--- src/rtl/brd_ctl_pkg.sv ---
// Package: shared sizes and the register offset map of the aggregator.
// Assumes byte offsets inside a 1 MB window; one register per offset.
package brd_ctl_pkg;
    localparam int ADDR_W = 20;
    localparam int DATA_W = 32;
    localparam int N_IRQ  = 16;
    localparam int N_REG  = 12;
    localparam int N_GP   = N_REG - 2;
    localparam logic [31:0] IRQ_WMASK = 32'h000F_EEFF;

    // Index 0 is the enable register, index 1 the status register,
    // the rest are plain storage.
    function automatic logic [31:0] reg_offset(input int idx);
        case (idx)
            0:       return 32'hC0;
            1:       return 32'hD0;
            2:       return 32'hE0;
            3:       return 32'hE4;
            4:       return 32'h10;
            5:       return 32'h14;
            6:       return 32'h40;
            7:       return 32'h60;
            8:       return 32'h80;
            9:       return 32'h84;
            10:      return 32'h88;
            default: return 32'h90;
        endcase
    endfunction
endpackage

--- src/rtl/brd_addr_dec.sv ---
// Address decoder: one select line per register, exact match on the offset.
// Assumes offsets from brd_ctl_pkg::reg_offset are distinct.
module brd_addr_dec #(
    parameter int ADDR_W = 20,
    parameter int N_REG  = 12
) (
    input  logic [ADDR_W-1:0] addr,
    output logic [N_REG-1:0]  sel
);
    // Compare the address against each offset.
    for (genvar i = 0; i < N_REG; i++) begin : g_sel
        assign sel[i] = (addr == ADDR_W'(brd_ctl_pkg::reg_offset(i)));
    end
endmodule

--- src/rtl/brd_gp_regs.sv ---
// Plain storage registers: full-width write, no side effects.
// Assumes at most one select line is high at a time.
module brd_gp_regs #(
    parameter int DATA_W = 32,
    parameter int N_GP   = 10
) (
    input  logic                         clk,
    input  logic                         rst_n,
    input  logic                         we,
    input  logic [N_GP-1:0]              sel,
    input  logic [DATA_W-1:0]            wdata,
    output logic [N_GP-1:0][DATA_W-1:0]  gp_q
);
    for (genvar i = 0; i < N_GP; i++) begin : g_reg
        // Store the whole word on a selected write.
        always_ff @(posedge clk) begin
            if (!rst_n)
                gp_q[i] <= '0;
            else if (we && sel[i])
                gp_q[i] <= wdata;
        end
    end
endmodule

--- src/rtl/brd_irq_capture.sv ---
// Interrupt capture: level record, enable register, one-hot status and
// host interrupt. The highest-numbered enabled changing line wins, and a
// capture takes priority over a bus write to status in the same cycle.
// Assumes irq_in is synchronous to clk.
module brd_irq_capture #(
    parameter int          DATA_W = 32,
    parameter int          N_IRQ  = 16,
    parameter logic [31:0] WMASK  = 32'h000F_EEFF
) (
    input  logic              clk,
    input  logic              rst_n,
    input  logic [N_IRQ-1:0]  irq_in,
    input  logic              mask_we,
    input  logic              stat_we,
    input  logic [DATA_W-1:0] wdata,
    output logic [DATA_W-1:0] mask_q,
    output logic [DATA_W-1:0] stat_q,
    output logic              irq_host
);
    localparam int IDX_W = $clog2(N_IRQ);
    localparam logic [DATA_W-1:0] WM = DATA_W'(WMASK);

    logic [N_IRQ-1:0]  lvl_q;
    logic [N_IRQ-1:0]  hit;
    logic [IDX_W-1:0]  top_idx;
    logic              found;
    logic [DATA_W-1:0] onehot;

    assign hit = (irq_in ^ lvl_q) & mask_q[N_IRQ-1:0];

    // Pick the highest-numbered enabled line that changed.
    always_comb begin
        top_idx = '0;
        found   = 1'b0;
        for (int k = 0; k < N_IRQ; k++) begin
            if (hit[k]) begin
                top_idx = IDX_W'(k);
                found   = 1'b1;
            end
        end
        onehot          = '0;
        onehot[top_idx] = 1'b1;
    end

    // Track the level of every line, enabled or not.
    always_ff @(posedge clk) begin
        if (!rst_n) lvl_q <= '0;
        else        lvl_q <= irq_in;
    end

    // Enable register, filtered through the write mask.
    always_ff @(posedge clk) begin
        if (!rst_n)       mask_q <= '0;
        else if (mask_we) mask_q <= wdata & WM;
    end

    // Status: a capture beats a bus write.
    always_ff @(posedge clk) begin
        if (!rst_n)       stat_q <= '0;
        else if (found)   stat_q <= onehot;
        else if (stat_we) stat_q <= wdata & WM;
    end

    // Host interrupt follows the captured line's new level.
    always_ff @(posedge clk) begin
        if (!rst_n)     irq_host <= 1'b0;
        else if (found) irq_host <= irq_in[top_idx];
    end


    mask_filter_chk: assert property (@(posedge clk) disable iff (!rst_n)
        mask_we |=> (mask_q == ($past(wdata) & WM)));

    stat_onehot_chk: assert property (@(posedge clk) disable iff (!rst_n)
        (|hit) |=> ($countones(stat_q) == 1));

    host_level_chk: assert property (@(posedge clk) disable iff (!rst_n)
        (|hit) |=> (irq_host == |(lvl_q & stat_q[N_IRQ-1:0])));

    quiet_hold_chk: assert property (@(posedge clk) disable iff (!rst_n)
        (!(|hit) && !stat_we) |=> ($stable(stat_q) && $stable(irq_host)));
endmodule

--- src/rtl/brd_ctl_irq_hub.sv ---
// Top: register bank with interrupt aggregation on a simple synchronous bus.
// Read data is registered and updates only on a read strobe.
// Assumes bus_wr and bus_rd are single-cycle strobes.
module brd_ctl_irq_hub #(
    parameter int          ADDR_W = brd_ctl_pkg::ADDR_W,
    parameter int          DATA_W = brd_ctl_pkg::DATA_W,
    parameter int          N_IRQ  = brd_ctl_pkg::N_IRQ,
    parameter logic [31:0] WMASK  = brd_ctl_pkg::IRQ_WMASK
) (
    input  logic              clk,
    input  logic              rst_n,
    input  logic [ADDR_W-1:0] bus_addr,
    input  logic              bus_wr,
    input  logic [DATA_W-1:0] bus_wdata,
    input  logic              bus_rd,
    output logic [DATA_W-1:0] bus_rdata,
    input  logic [N_IRQ-1:0]  irq_in,
    output logic              irq_host
);
    localparam int N_REG = brd_ctl_pkg::N_REG;
    localparam int N_GP  = N_REG - 2;

    logic [N_REG-1:0]              sel;
    logic [N_GP-1:0][DATA_W-1:0]   gp_q;
    logic [DATA_W-1:0]             mask_q, stat_q, rd_val;

    brd_addr_dec #(.ADDR_W(ADDR_W), .N_REG(N_REG)) i_dec (
        .addr(bus_addr), .sel(sel));

    brd_gp_regs #(.DATA_W(DATA_W), .N_GP(N_GP)) i_gp (
        .clk(clk), .rst_n(rst_n), .we(bus_wr), .sel(sel[N_REG-1:2]),
        .wdata(bus_wdata), .gp_q(gp_q));

    brd_irq_capture #(.DATA_W(DATA_W), .N_IRQ(N_IRQ), .WMASK(WMASK)) i_irq (
        .clk(clk), .rst_n(rst_n), .irq_in(irq_in),
        .mask_we(bus_wr && sel[0]), .stat_we(bus_wr && sel[1]),
        .wdata(bus_wdata), .mask_q(mask_q), .stat_q(stat_q),
        .irq_host(irq_host));

    // Read mux: OR of selected registers, zero when nothing matches.
    always_comb begin
        rd_val = ({DATA_W{sel[0]}} & mask_q) | ({DATA_W{sel[1]}} & stat_q);
        for (int i = 0; i < N_GP; i++)
            rd_val = rd_val | ({DATA_W{sel[i+2]}} & gp_q[i]);
    end

    // Register the read data on a read strobe.
    always_ff @(posedge clk) begin
        if (!rst_n)      bus_rdata <= '0;
        else if (bus_rd) bus_rdata <= rd_val;
    end


    unmapped_zero_chk: assert property (@(posedge clk) disable iff (!rst_n)
        (bus_rd && !(|sel)) |=> (bus_rdata == '0));

    rd_hold_chk: assert property (@(posedge clk) disable iff (!rst_n)
        !bus_rd |=> $stable(bus_rdata));
endmodule

--- config.mk ---
export PLATFORM = sky130hd
export DESIGN_NAME = brd_ctl_irq_hub
export DESIGN_NICKNAME = d
export VERILOG_FILES = /design/src/rtl/brd_ctl_pkg.sv /design/src/rtl/brd_addr_dec.sv /design/src/rtl/brd_gp_regs.sv /design/src/rtl/brd_irq_capture.sv /design/src/rtl/brd_ctl_irq_hub.sv
export SDC_FILE = /design/constraint.sdc
export NUM_CORES = 1
export LEC_CHECK = 0
export ABC_AREA = 1
export BUFFER_PORTS_ARGS = -buffer_cell sky130_fd_sc_hd__buf_2
export CORE_MARGIN = 5
export CORE_UTILIZATION = 25
export DETAILED_ROUTE_END_ITERATION = 16
export MAX_ROUTING_LAYER = met4
export SLEW_MARGIN = 15
export SYNTH_ARGS = -nofsm -noshare
export SYNTH_HDL_FRONTEND = slang
export SYNTH_HIERARCHICAL = 1
export SYNTH_SLANG_ARGS = --single-unit
--- constraint.sdc ---
create_clock -name clk -period 2.35 [get_ports clk]
set_clock_uncertainty 0.2 [all_clocks]
set_input_delay 0.1175 -clock clk [delete_from_list [all_inputs] [get_ports clk]]
set_output_delay 0.1175 -clock clk [all_outputs]
set_load 0.01 [all_outputs]
==> results of run 1 <==
## registers in the layout, summed over array words and instances, names as in the netlist
signal and count:
bus_rdata 32, i_irq/stat_q 20, i_irq/irq_host 1, i_irq/lvl_q 14, i_irq/mask_q 18, i_gp/gp_q 320
## final cells by class
class	count	area [um2]	area share (%)
multi-input cells	2428	9679	40.49
flip-flops and latches	405	8108	33.92
repair buffers	226	1842	7.705
inverters	404	1521	6.365
well taps	1060	1326	5.549
clock buffers	61	1224	5.119
clock inverters	11	197.7	0.8271
diodes	2	5.005	0.02094
## path summary, 6_finish.rpt
check                      to        startpoint  cells past startpoint
max          i_irq/stat_q[16]   i_irq/lvl_q[15]                     15
max reg2reg  i_irq/stat_q[16]   i_irq/lvl_q[15]                     15
min reg2reg  i_irq/stat_q[12]  i_irq/stat_q[12]                      2
min              bus_rdata[8]            bus_rd                      6
## metrics by stage
step / utilization (%) / setup TNS (ps) / hold slack (ps)
4_1_cts: 29.66 / 0 / 2.022
2_1_floorplan: - / 0 / 10.95
3_3_place_gp: 27.11 / 0 / 144.2
5_1_grt: 29.68 / -17.82 / 62.84
3_5_place_dp: 27.11 / 0 / 157.3
6_report: 29.68 / 0 / 20.31
## power groups by stage
| stage | sequential (uW) | combinational, uW | clock (uW) |
|---|---|---|---|
| 5_1_grt | 6930 | 708 | 7460 |
| 6_report | 6920 | 645 | 7040 |
| 2_1_floorplan | 7080 | 329 | 0 |
| 3_3_place_gp | 7080 | 567 | 0 |
| 4_1_cts | 6920 | 653 | 7220 |
| 3_5_place_dp | 7080 | 565 | 0 |
## timing repair
item / 4_1_cts / 5_1_grt
hold buffers: 63 / 0
setup endpoints to repair: 0 / 7
gates resized for setup: 0 / 6
endpoints found under the hold margin: 381 / 0
## critical path, cell delays in order (launching register included)
cell and delay (ps):
dfxtp_1 330, nand2_1 50, nand2_1 50, nor2_1 70, nor2_4 130, inv_2 40, nor2_2 80, inv_2 60
nor4_4 140, inv_2 80, nor2_4 130, inv_2 90, nor2_8 100, buf_4 210, nand2_1 180, a21oi_1 160
## cells in the mapped netlist (4+ instances only)
| library cell | count | area (um2) |
|---|---|---|
| a21oi_2 | 30 | 262.8 |
| inv_1 | 396 | 1486 |
| buf_1 | 32 | 120.1 |
| nor2_1 | 893 | 3352 |
| a31oi_1 | 5 | 31.28 |
| buf_2 | 108 | 540.5 |
| clkbuf_1 | 18 | 67.56 |
| buf_4 | 42 | 315.3 |
| dfxtp_1 | 405 | 8108 |
| nand2_1 | 1323 | 4966 |
| o21ai_0 | 62 | 310.3 |
| nand4_1 | 4 | 25.02 |
| inv_2 | 6 | 22.52 |
| nand3_1 | 23 | 115.1 |
| a21oi_1 | 21 | 105.1 |
| o21ai_1 | 6 | 30.03 |
| nand2_2 | 20 | 125.1 |
| buf_6 | 13 | 146.4 |
## cell families after synthesis
kind of cell | Yosys count | share of synthesized area [%]
simple gates | 2274 | 42.87
flops | 405 | 39.90
compound gates | 128 | 3.806
other cells | 1 | 0.01846
buf+inv | 618 | 13.40
## metal layers
layer  global-route usage, %  vias up  part of all wire (%)
li1                        -    10040                     -
met1                   18.01     8082                    47
met2                   23.73      392                    46
met3                   1.698       80                   5.0
met4                   3.039        0                   1.8
met5                       -        -                     0
==> results.py, run 1 <==
metrics = {
    "run_status": {
        "outcome": "complete, no violations",
    },
    "clock_tree": {
        "cts_sinks": 405,
        "clkLatencyLatePin_ps": 560,
        "cts_buffers": 43,
        "tritoncts": "built",
        "ctsRootBufferMaster": "clkbuf_16",
        "clk_path_buf_depth": 3,
        "cts_setup_buffers": 0,
        "htree_levels": 2,
        "clk_pin_slew_ps": 60,
    },
    "final_layout": {
        "instances_no_fill": 4597,
        "syn_to_final_growth_pct": 17.64,
        "final_common_cell": "nand2_1",
        "finish.instance_area_um2": 23900,
        "nFillCells": 8843,
        "final_cell_mix": "nand2_1, nor2_1, dfxtp_1, inv_1, buf_2",
        "drive_above_1_share_pct": 8.741,
        "final_nets": 3580,
    },
    "placed_design": {
        "placed_area_um2": 21840,
        "port_buffers": 104,
        "dp_hpwl_mm": 36.95,
        "placedCellCount": 4460,
        "gp_congestion": 0.8243,
        "place_ws_ps": 166.0,
    },
    "pwr": {
        "power.internal_uw": 11290,
        "p_clk_share_pct": 48.2,
        "p_sw_share_pct": 22.73,
        "p_seq_share_pct": 47.4,
        "ir_worst_vdd_mv": 0.4254,
        "power_uw": 14610,
        "combPwrFrac_pct": 4.4,
        "p_leak_uw": 0.01297,
        "p_switching_uw": 3320,
        "power_density_nw_per_um2": 611.0,
    },
    "logic_synthesis": {
        "synth-seq-cells": 405,
        "synth_area_um2": 20320,
        "ys.warnings.count": 6,
        "synth_edf_count": 0,
        "synth-seq-area-share_pct": 39.90,
        "syn_avg_cell_area_um2": 5.931,
        "ys_types": 30,
        "synth_cells": 3426,
        "yosys_most_used_dff": "dfxtp_1",
        "ys_async_sr_fraction_pct": 0,
    },
    "die": {
        "num_rows": 104,
        "initial_utilization_pct": 25.23,
        "die_y_um": 295.1,
        "core_um2": 80550,
        "die_w_um": 295.1,
        "dieArea_um2": 87080,
        "io_pins": 105,
    },
    "global_routing": {
        "grt.total_usage_pct": 13.98,
        "antenna_found_initial": 4,
        "grt_pass1_wl_mm": 95.23,
        "grt_overflow": 0,
        "grt_max_degree": 74,
        "grt_pass1_vias": 16780,
    },
    "sta": {
        "slew_viol_final": 0,
        "finalSetupViolations": 0,
        "rsz0062_at_grt": "yes",
        "finalHoldViolations": 0,
        "fin_crit_ps": 2163,
        "slew-limit-headroom_pct": 52.87,
        "finalCritPeriodShare_pct": 92.06,
        "setup_slack_ps": 186.7,
        "max_freq_ghz": 0.4623,
        "max_slew.worst_pin.slew_ps": 706.9,
    },
    "detailed_routing": {
        "via_per_inst": 4.045,
        "ant_nets": 0,
        "vias": 18600,
        "wire_per_inst_um": 13.18,
        "first_iter_violations": 1331,
        "first_pass_iters": 5,
        "drc": 0,
        "wirelength_mm": 60.61,
    },
    "setup_path": {
        "criticalPathCategory": "register to register",
        "end_kind": "register",
        "critical_path_arrival_ps": 2460,
        "cp_max_fo": 15,
        "worstPathRequired_ps": 2640,
        "reg2reg_slack_ps": 190,
        "cp-start-kind": "register",
    },
    "run": {
        "maxCapViolCount": 0,
    },
    "hold_path": {
        "min_path_type": "input pin to register",
    },
}
(Power assumes the default switching activity.)
==> inputs of run 2 (changes only) <==
--- a/config.mk
+++ b/config.mk
@@ -6,10 +6,10 @@
 export NUM_CORES = 1
 export LEC_CHECK = 0
 export ABC_AREA = 1
-export BUFFER_PORTS_ARGS = -buffer_cell sky130_fd_sc_hd__buf_2
 export CORE_MARGIN = 5
 export CORE_UTILIZATION = 25
 export DETAILED_ROUTE_END_ITERATION = 16
+export DONT_BUFFER_PORTS = 1
 export MAX_ROUTING_LAYER = met4
 export SLEW_MARGIN = 15
 export SYNTH_ARGS = -nofsm -noshare
==> constraint.sdc (replaced) <==
create_clock -name clk -period 2 [get_ports clk]
set_clock_uncertainty 0.2 [all_clocks]
set_input_delay 0.1 -clock clk [delete_from_list [all_inputs] [get_ports clk]]
set_output_delay 0.1 -clock clk [all_outputs]
set_load 0.01 [all_outputs]
==> results.py, run 2 (synthesis results as in run 1) <==
metrics = {
    "global_routing": {
        "grt_max_degree": 336,
        "antenna_found_initial": 3,
        "grt_pass1_vias": 21650,
        "grt_overflow": 0,
        "grt_pass1_wl_mm": 118.5,
        "grt.total_usage_pct": 17.37,
    },
    "sta": {
        "tns_ps": -2264,
        "finalSetupViolations": 49,
        "slew-limit-headroom_pct": 31.32,
        "finalCritPeriodShare_pct": 107.4,
        "fin_crit_ps": 2148,
        "hold_ws_ps": 15.83,
        "rsz0062_at_grt": "yes",
        "max_freq_ghz": 0.4655,
        "slew_viol_final": 0,
        "finalHoldViolations": 0,
        "setup_slack_ps": -148.2,
        "max_slew.worst_pin.slew_ps": 1030,
    },
    "die": {
        "num_rows": 104,
        "die_y_um": 295.1,
        "dieArea_um2": 87080,
        "die_w_um": 295.1,
        "io_pins": 105,
        "core_um2": 80550,
        "initial_utilization_pct": 25.23,
    },
    "setup_path": {
        "worstPathRequired_ps": 2250,
        "criticalPathCategory": "input pin to register",
        "end_kind": "register",
        "cp-start-kind": "input pin",
        "cp_max_fo": 30,
        "critical_path_arrival_ps": 2400,
    },
    "run_status": {
        "outcome": "complete, but fails checks",
        "failed_checks": "negative setup slack",
    },
    "placed_design": {
        "gp_congestion": 0.7940,
        "dp_hpwl_mm": 37.43,
        "port_buffers": 0,
        "placedCellCount": 4385,
    },
    "final_layout": {
        "instances_no_fill": 5105,
        "final_common_cell": "nand2_1",
        "final_cell_mix": "nand2_1, nor2_1, dlygate4sd3_1, dfxtp_1, inv_1",
        "syn_to_final_growth_pct": 46.04,
        "final_nets": 4079,
        "max_flop_register": "i_gp/gp_q",
        "drive_above_1_share_pct": 7.028,
        "largest_register_ff_count": 320,
        "nFillCells": 8245,
        "reg.largest.list": "i_gp/gp_q: 320 flops, bus_rdata: 32 flops, i_irq/stat_q: 20 flops",
        "final_core_util_pct": 36.84,
    },
    "clock_tree": {
        "ctsRootBufferMaster": "clkbuf_16",
        "clkLatencyLatePin_ps": 570,
        "clk_pin_slew_ps": 70,
        "clk_path_buf_depth": 3,
        "tritoncts": "built",
        "htree_levels": 2,
        "cts_sinks": 405,
        "cts_buffers": 42,
    },
    "detailed_routing": {
        "first_pass_iters": 5,
        "first_iter_violations": 1745,
        "drc": 0,
        "wire_per_inst_um": 14.39,
        "via_per_inst": 4.316,
        "vias": 22030,
        "wirelength_mm": 73.47,
        "ant_nets": 0,
    },
    "pwr": {
        "ir_worst_vdd_mv": 0.4692,
        "power_density_nw_per_um2": 573.1,
        "p_leak_uw": 0.01494,
    },
    "run": {
        "maxCapViolCount": 0,
    },
    "hold_path": {
        "min_path_type": "input pin to register",
    },
}
run 2: cell count changes in the layout (fill, tap and decap cells not counted), moves of 3 or more:
cell,previous run,this run
buf_12,19,37
buf_2,103,0
buf_4,40,69
clkbuf_8,8,14
clkinv_2,2,6
dlygate4sd3_1,63,614
dlymetal6s4s_1,0,3
nand2_1,1321,1316
nand2_4,0,3
nor2_1,880,873
nor2_2,4,10
run 2: timing repair:
item | in CTS | in global routing
setup endpoints to repair | 17 | 223
hold buffers | 635 | 1
resized for setup | 11 | 22
pin swaps | 0 | 7
endpoints found under the hold margin | 405 | 65
buffers inserted | 1 | 11
run 2: metrics by stage:
step / worst slack, ps / power [uW] / cell area (um2)
2_1_floorplan: -39.64 / 8712 / 20420
3_3_place_gp: -94.03 / 8546 / 21660
3_5_place_dp: -81.53 / 8548 / 21660
4_1_cts: -12.11 / 17160 / 29600
5_1_grt: -217.1 / 17520 / 29670
6_report: -148.2 / 17010 / 29670
run 2: path summary, 6_finish.rpt:
check	start	endpoint	slack, ps	depth (start not counted)
worst max-delay path	bus_wr	i_gp/gp_q[307]	-150	7
worst min-delay path	bus_addr[7]	bus_rdata[0]	20	8
worst max register to register	i_irq/lvl_q[15]	i_irq/stat_q[3]	-20	17
worst min register to register	i_irq/stat_q[12]	i_irq/stat_q[12]	240	2
run 2: final cells by class:
type / count / area (um2) / share of cell area [%]
diodes: 4 / 10.01 / 0.03373
clock buffers: 64 / 1274 / 4.293
clock inverters: 14 / 168.9 / 0.5693
inverters: 404 / 1524 / 5.136
multi-input cells: 2428 / 9751 / 32.86
flip-flops and latches: 405 / 8110 / 27.33
well taps: 1060 / 1326 / 4.470
repair buffers: 726 / 7508 / 25.30
run 2: critical path: stages:
cell           delay [ps]
dlygate4sd3_1         920
nand2_2               150
buf_12                240
buf_12                200
nor2_1                120
dlygate4sd3_1         580
nor2_1                 50
run 2: metal layers:
layer	routed length, um	vias to the layer above	GRT usage [%]
met1	31360	10270	21.12
li1	-	11050	-
met2	35080	567	29.85
met3	4703	141	2.697
met5	0	-	-
met4	2333	0	5.259
run 2: report_power, final:
| part | internal, uW | leakage, uW | total (uW) | switching [uW] |
|---|---|---|---|---|
| combinational | 199 | 0.0110 | 556 | 357 |
| sequential | 8110 | 0.00327 | 8170 | 60.5 |
| clock | 4800 | 0.000710 | 8280 | 3480 |
==> inputs of run 3 (changes only) <==
--- a/config.mk
+++ b/config.mk
@@ -5,7 +5,7 @@
 export SDC_FILE = /design/constraint.sdc
 export NUM_CORES = 1
 export LEC_CHECK = 0
-export ABC_AREA = 1
+export ABC_AREA = 0
 export CORE_MARGIN = 5
 export CORE_UTILIZATION = 25
 export DETAILED_ROUTE_END_ITERATION = 16
==> results.py, run 3 <==
metrics = {
    "logic_synthesis": {
        "synth_cells": 1751,
        "synth.area.top_cells": "dfxtp_1, mux2i_1, nand2_1",
        "yosys_most_used_dff": "dfxtp_1",
        "synth_compound_area_share_pct": 11.56,
        "yosys.area_share.simple_pct": 15.30,
        "synth.most_common_cell": "dfxtp_1",
        "synth.mux.area_fraction_pct": 19.72,
        "synth.top_cell.area_share_pct": 45.88,
        "ys.warnings.count": 6,
        "yosys.area_share.xor_xnor_pct": 0.8212,
        "syn_avg_cell_area_um2": 10.09,
        "yosysTopAreaCell": "dfxtp_1",
        "synth_edf_count": 0,
        "synth_common_cells": "dfxtp_1, nand2_1, mux2i_1",
        "ys_async_sr_fraction_pct": 0,
        "synth_top_family_by_area": "multiplexers",
        "ys_types": 59,
        "synth-seq-area-share_pct": 45.88,
        "synthAdderAreaFrac_pct": 0,
        "synth_area_um2": 17670,
        "synth-seq-cells": 405,
    },
    "pwr": {
        "ir_worst_vdd_mv": 0.5124,
        "power_uw": 16780,
        "power_density_nw_per_um2": 631.0,
        "p_leak_uw": 0.01130,
    },
    "global_routing": {
        "grt_pass1_vias": 17060,
        "grt_pass1_wl_mm": 96.65,
        "grt.total_usage_pct": 16.39,
        "grt_max_degree": 347,
        "grt_overflow": 0,
        "antenna_found_initial": 2,
    },
    "sta": {
        "max_slew.worst_pin.slew_ps": 1147,
        "slew_viol_final": 0,
        "finalCritPeriodShare_pct": 120.8,
        "finalHoldViolations": 0,
        "setup_slack_ps": -415.9,
        "finalSetupViolations": 54,
        "hold_ws_ps": 18.30,
        "max_freq_ghz": 0.4139,
        "tns_ps": -12570,
        "fin_crit_ps": 2416,
        "slew-limit-headroom_pct": 23.38,
        "rsz0062_at_grt": "yes",
    },
    "final_layout": {
        "final_common_cell": "dlygate4sd3_1",
        "final_cell_mix": "dlygate4sd3_1, dfxtp_1, nand2_1, mux2i_1, a22oi_1",
        "instances_no_fill": 3302,
        "syn_to_final_growth_pct": 50.47,
        "drive_above_1_share_pct": 15.89,
        "max_flop_register": "i_gp/gp_q",
        "final_nets": 2409,
        "largest_register_ff_count": 320,
        "reg.largest.list": "i_gp/gp_q: 320 flops, bus_rdata: 32 flops, i_irq/stat_q: 20 flops",
    },
    "clock_tree": {
        "htree_levels": 2,
        "clkLatencyLatePin_ps": 550,
        "tritoncts": "built",
        "cts_sinks": 405,
        "ctsRootBufferMaster": "clkbuf_16",
        "clk_pin_slew_ps": 70,
        "cts_buffers": 41,
        "clk_path_buf_depth": 3,
    },
    "detailed_routing": {
        "ant_nets": 0,
        "wire_per_inst_um": 19.88,
        "drc": 0,
        "via_per_inst": 4.950,
        "vias": 16340,
        "wl_met3_mm": 5.012,
        "wirelength_mm": 65.64,
        "top_layer_used": "met4",
        "wl_met1_mm": 27.41,
        "first_iter_violations": 1264,
        "dr_wl_met2_mm": 31.41,
        "first_pass_iters": 6,
    },
    "placed_design": {
        "dp_hpwl_mm": 35.56,
        "gp_congestion": 0.8131,
        "placedCellCount": 2682,
        "port_buffers": 0,
    },
    "run_status": {
        "failed_checks": "negative setup slack",
        "outcome": "complete, but fails checks",
    },
    "setup_path": {
        "endpoint": "i_gp/gp_q[315]",
        "criticalPathCategory": "input pin to register",
        "reg2reg_slack_ps": -290,
        "cp_max_fo": 342,
        "crit-reg2reg-launch": "i_irq/lvl_q[3]",
        "crit_chain": "dlygate4sd3_1, nand2_2, dlygate4sd3_1, mux2i_1",
        "end_kind": "register",
        "setup.worst_path.start": "rst_n",
        "worstPathRequired_ps": 2260,
        "reg2reg_to": "i_irq/irq_host",
        "crit_slowest_cell": "dlygate4sd3_1",
        "ff2ff_path_depth": 8,
        "cp_common_cell": "dlygate4sd3_1",
        "crit_path_max_incr_delay_ps": 1150,
        "cp-start-kind": "input pin",
        "critical_path_arrival_ps": 2670,
    },
    "hold_path": {
        "min_path_type": "input pin to register",
    },
    "die": {
        "core_um2": 70030,
        "num_rows": 97,
        "die_y_um": 275.9,
        "die_w_um": 275.9,
        "dieArea_um2": 76110,
        "io_pins": 105,
        "initial_utilization_pct": 25.24,
    },
    "run": {
        "maxCapViolCount": 0,
    },
}
==> run 3: cell types whose count changed after synthesis, moves of 26 or more <==
cell / before / now
nor2_1: 893 / 23
mux2i_1: 0 / 347
buf_2: 108 / 18
inv_1: 396 / 7
buf_6: 13 / 52
nand4_1: 4 / 33
o221a_2: 0 / 29
nand2_1: 1323 / 371
o21ai_0: 62 / 2
a222oi_1: 0 / 34
a22oi_1: 0 / 135
buf_1: 32 / 6
a21oi_2: 30 / 0
==> run 3: cells by family (layout without fill, tap and decap cells) <==
logic type	count (synthesis)	after routing
buffers and inverters	162	746
AOI/OAI and AO/OA	237	237
and+or+nand+nor	584	584
xor gates and xnor gates	14	14
muxes	348	348
other	1	28
DFF	405	405
==> run 3: critical path: cells and delay by family <==
kind | cells | cell delay [ps]
AND/OR/NAND/NOR | 1 | 230
buffers and inverters | 2 | 1860
multiplexers | 1 | 180
==> run 3: what timing repair did <==
item / CTS / global route
buffers inserted: 3 / 34
endpoints found under the setup margin: 21 / 153
hold endpoints to repair: 405 / 13
cloned: 0 / 10
hold buffers: 525 / 6
pin swaps: 16 / 10
resized for setup: 18 / 42
==> run 3: through the flow <==
step | cell area [um2] | util [%] | setup WS (ps)
floorplan | 17950 | - | -213.1
global placement | 19400 | 27.70 | -304.6
detailed placement | 19400 | 27.70 | -312.1
CTS | 26130 | 37.32 | -290.5
global route | 26590 | 37.97 | -383.3
finish | 26590 | 37.97 | -415.9
==> run 3: worst min-delay path by stage <==
stage	from	to	slack (ps)	cells after the start
global placement	irq_in[6]	i_irq/lvl_q[6]	20	1
finish	rst_n	i_irq/lvl_q[6]	20	2
detailed placement	irq_in[9]	i_irq/lvl_q[9]	30	1
floorplan	irq_in[0]	i_irq/lvl_q[0]	20	1
CTS	irq_in[13]	i_irq/stat_q[9]	20	6
global route	rst_n	i_irq/lvl_q[6]	10	2
==> run 3: report_power, final <==
group / total (uW) / internal (uW) / switching, uW / leakage [uW]
clock network: 8010 / 4740 / 3270 / 0.000661
logic: 598 / 245 / 353 / 0.00737
registers: 8180 / 8110 / 64.3 / 0.00327
==> run 3: per-layer routing <==
| metal | vias to the layer above | global-route usage, % |
|---|---|---|
| met4 | 0 | 5.060 |
| met1 | 8180 | 20.17 |
| met2 | 622 | 27.37 |
| met3 | 142 | 3.051 |
| met5 | - | - |
| li1 | 7400 | - |
==> run 3: cell type report <==
type                            instances  area, um2
Antenna cell                            2      5.005
Clock buffer                           54       1135
Clock inverter                         12      212.7
Fill cell                            6633      43440
Inverter                                7      26.28
Multi-Input combinational cell       1209       8852
Sequential cell                       405       8115
Tap cell                              940       1176
Timing Repair Buffer                  673       7071
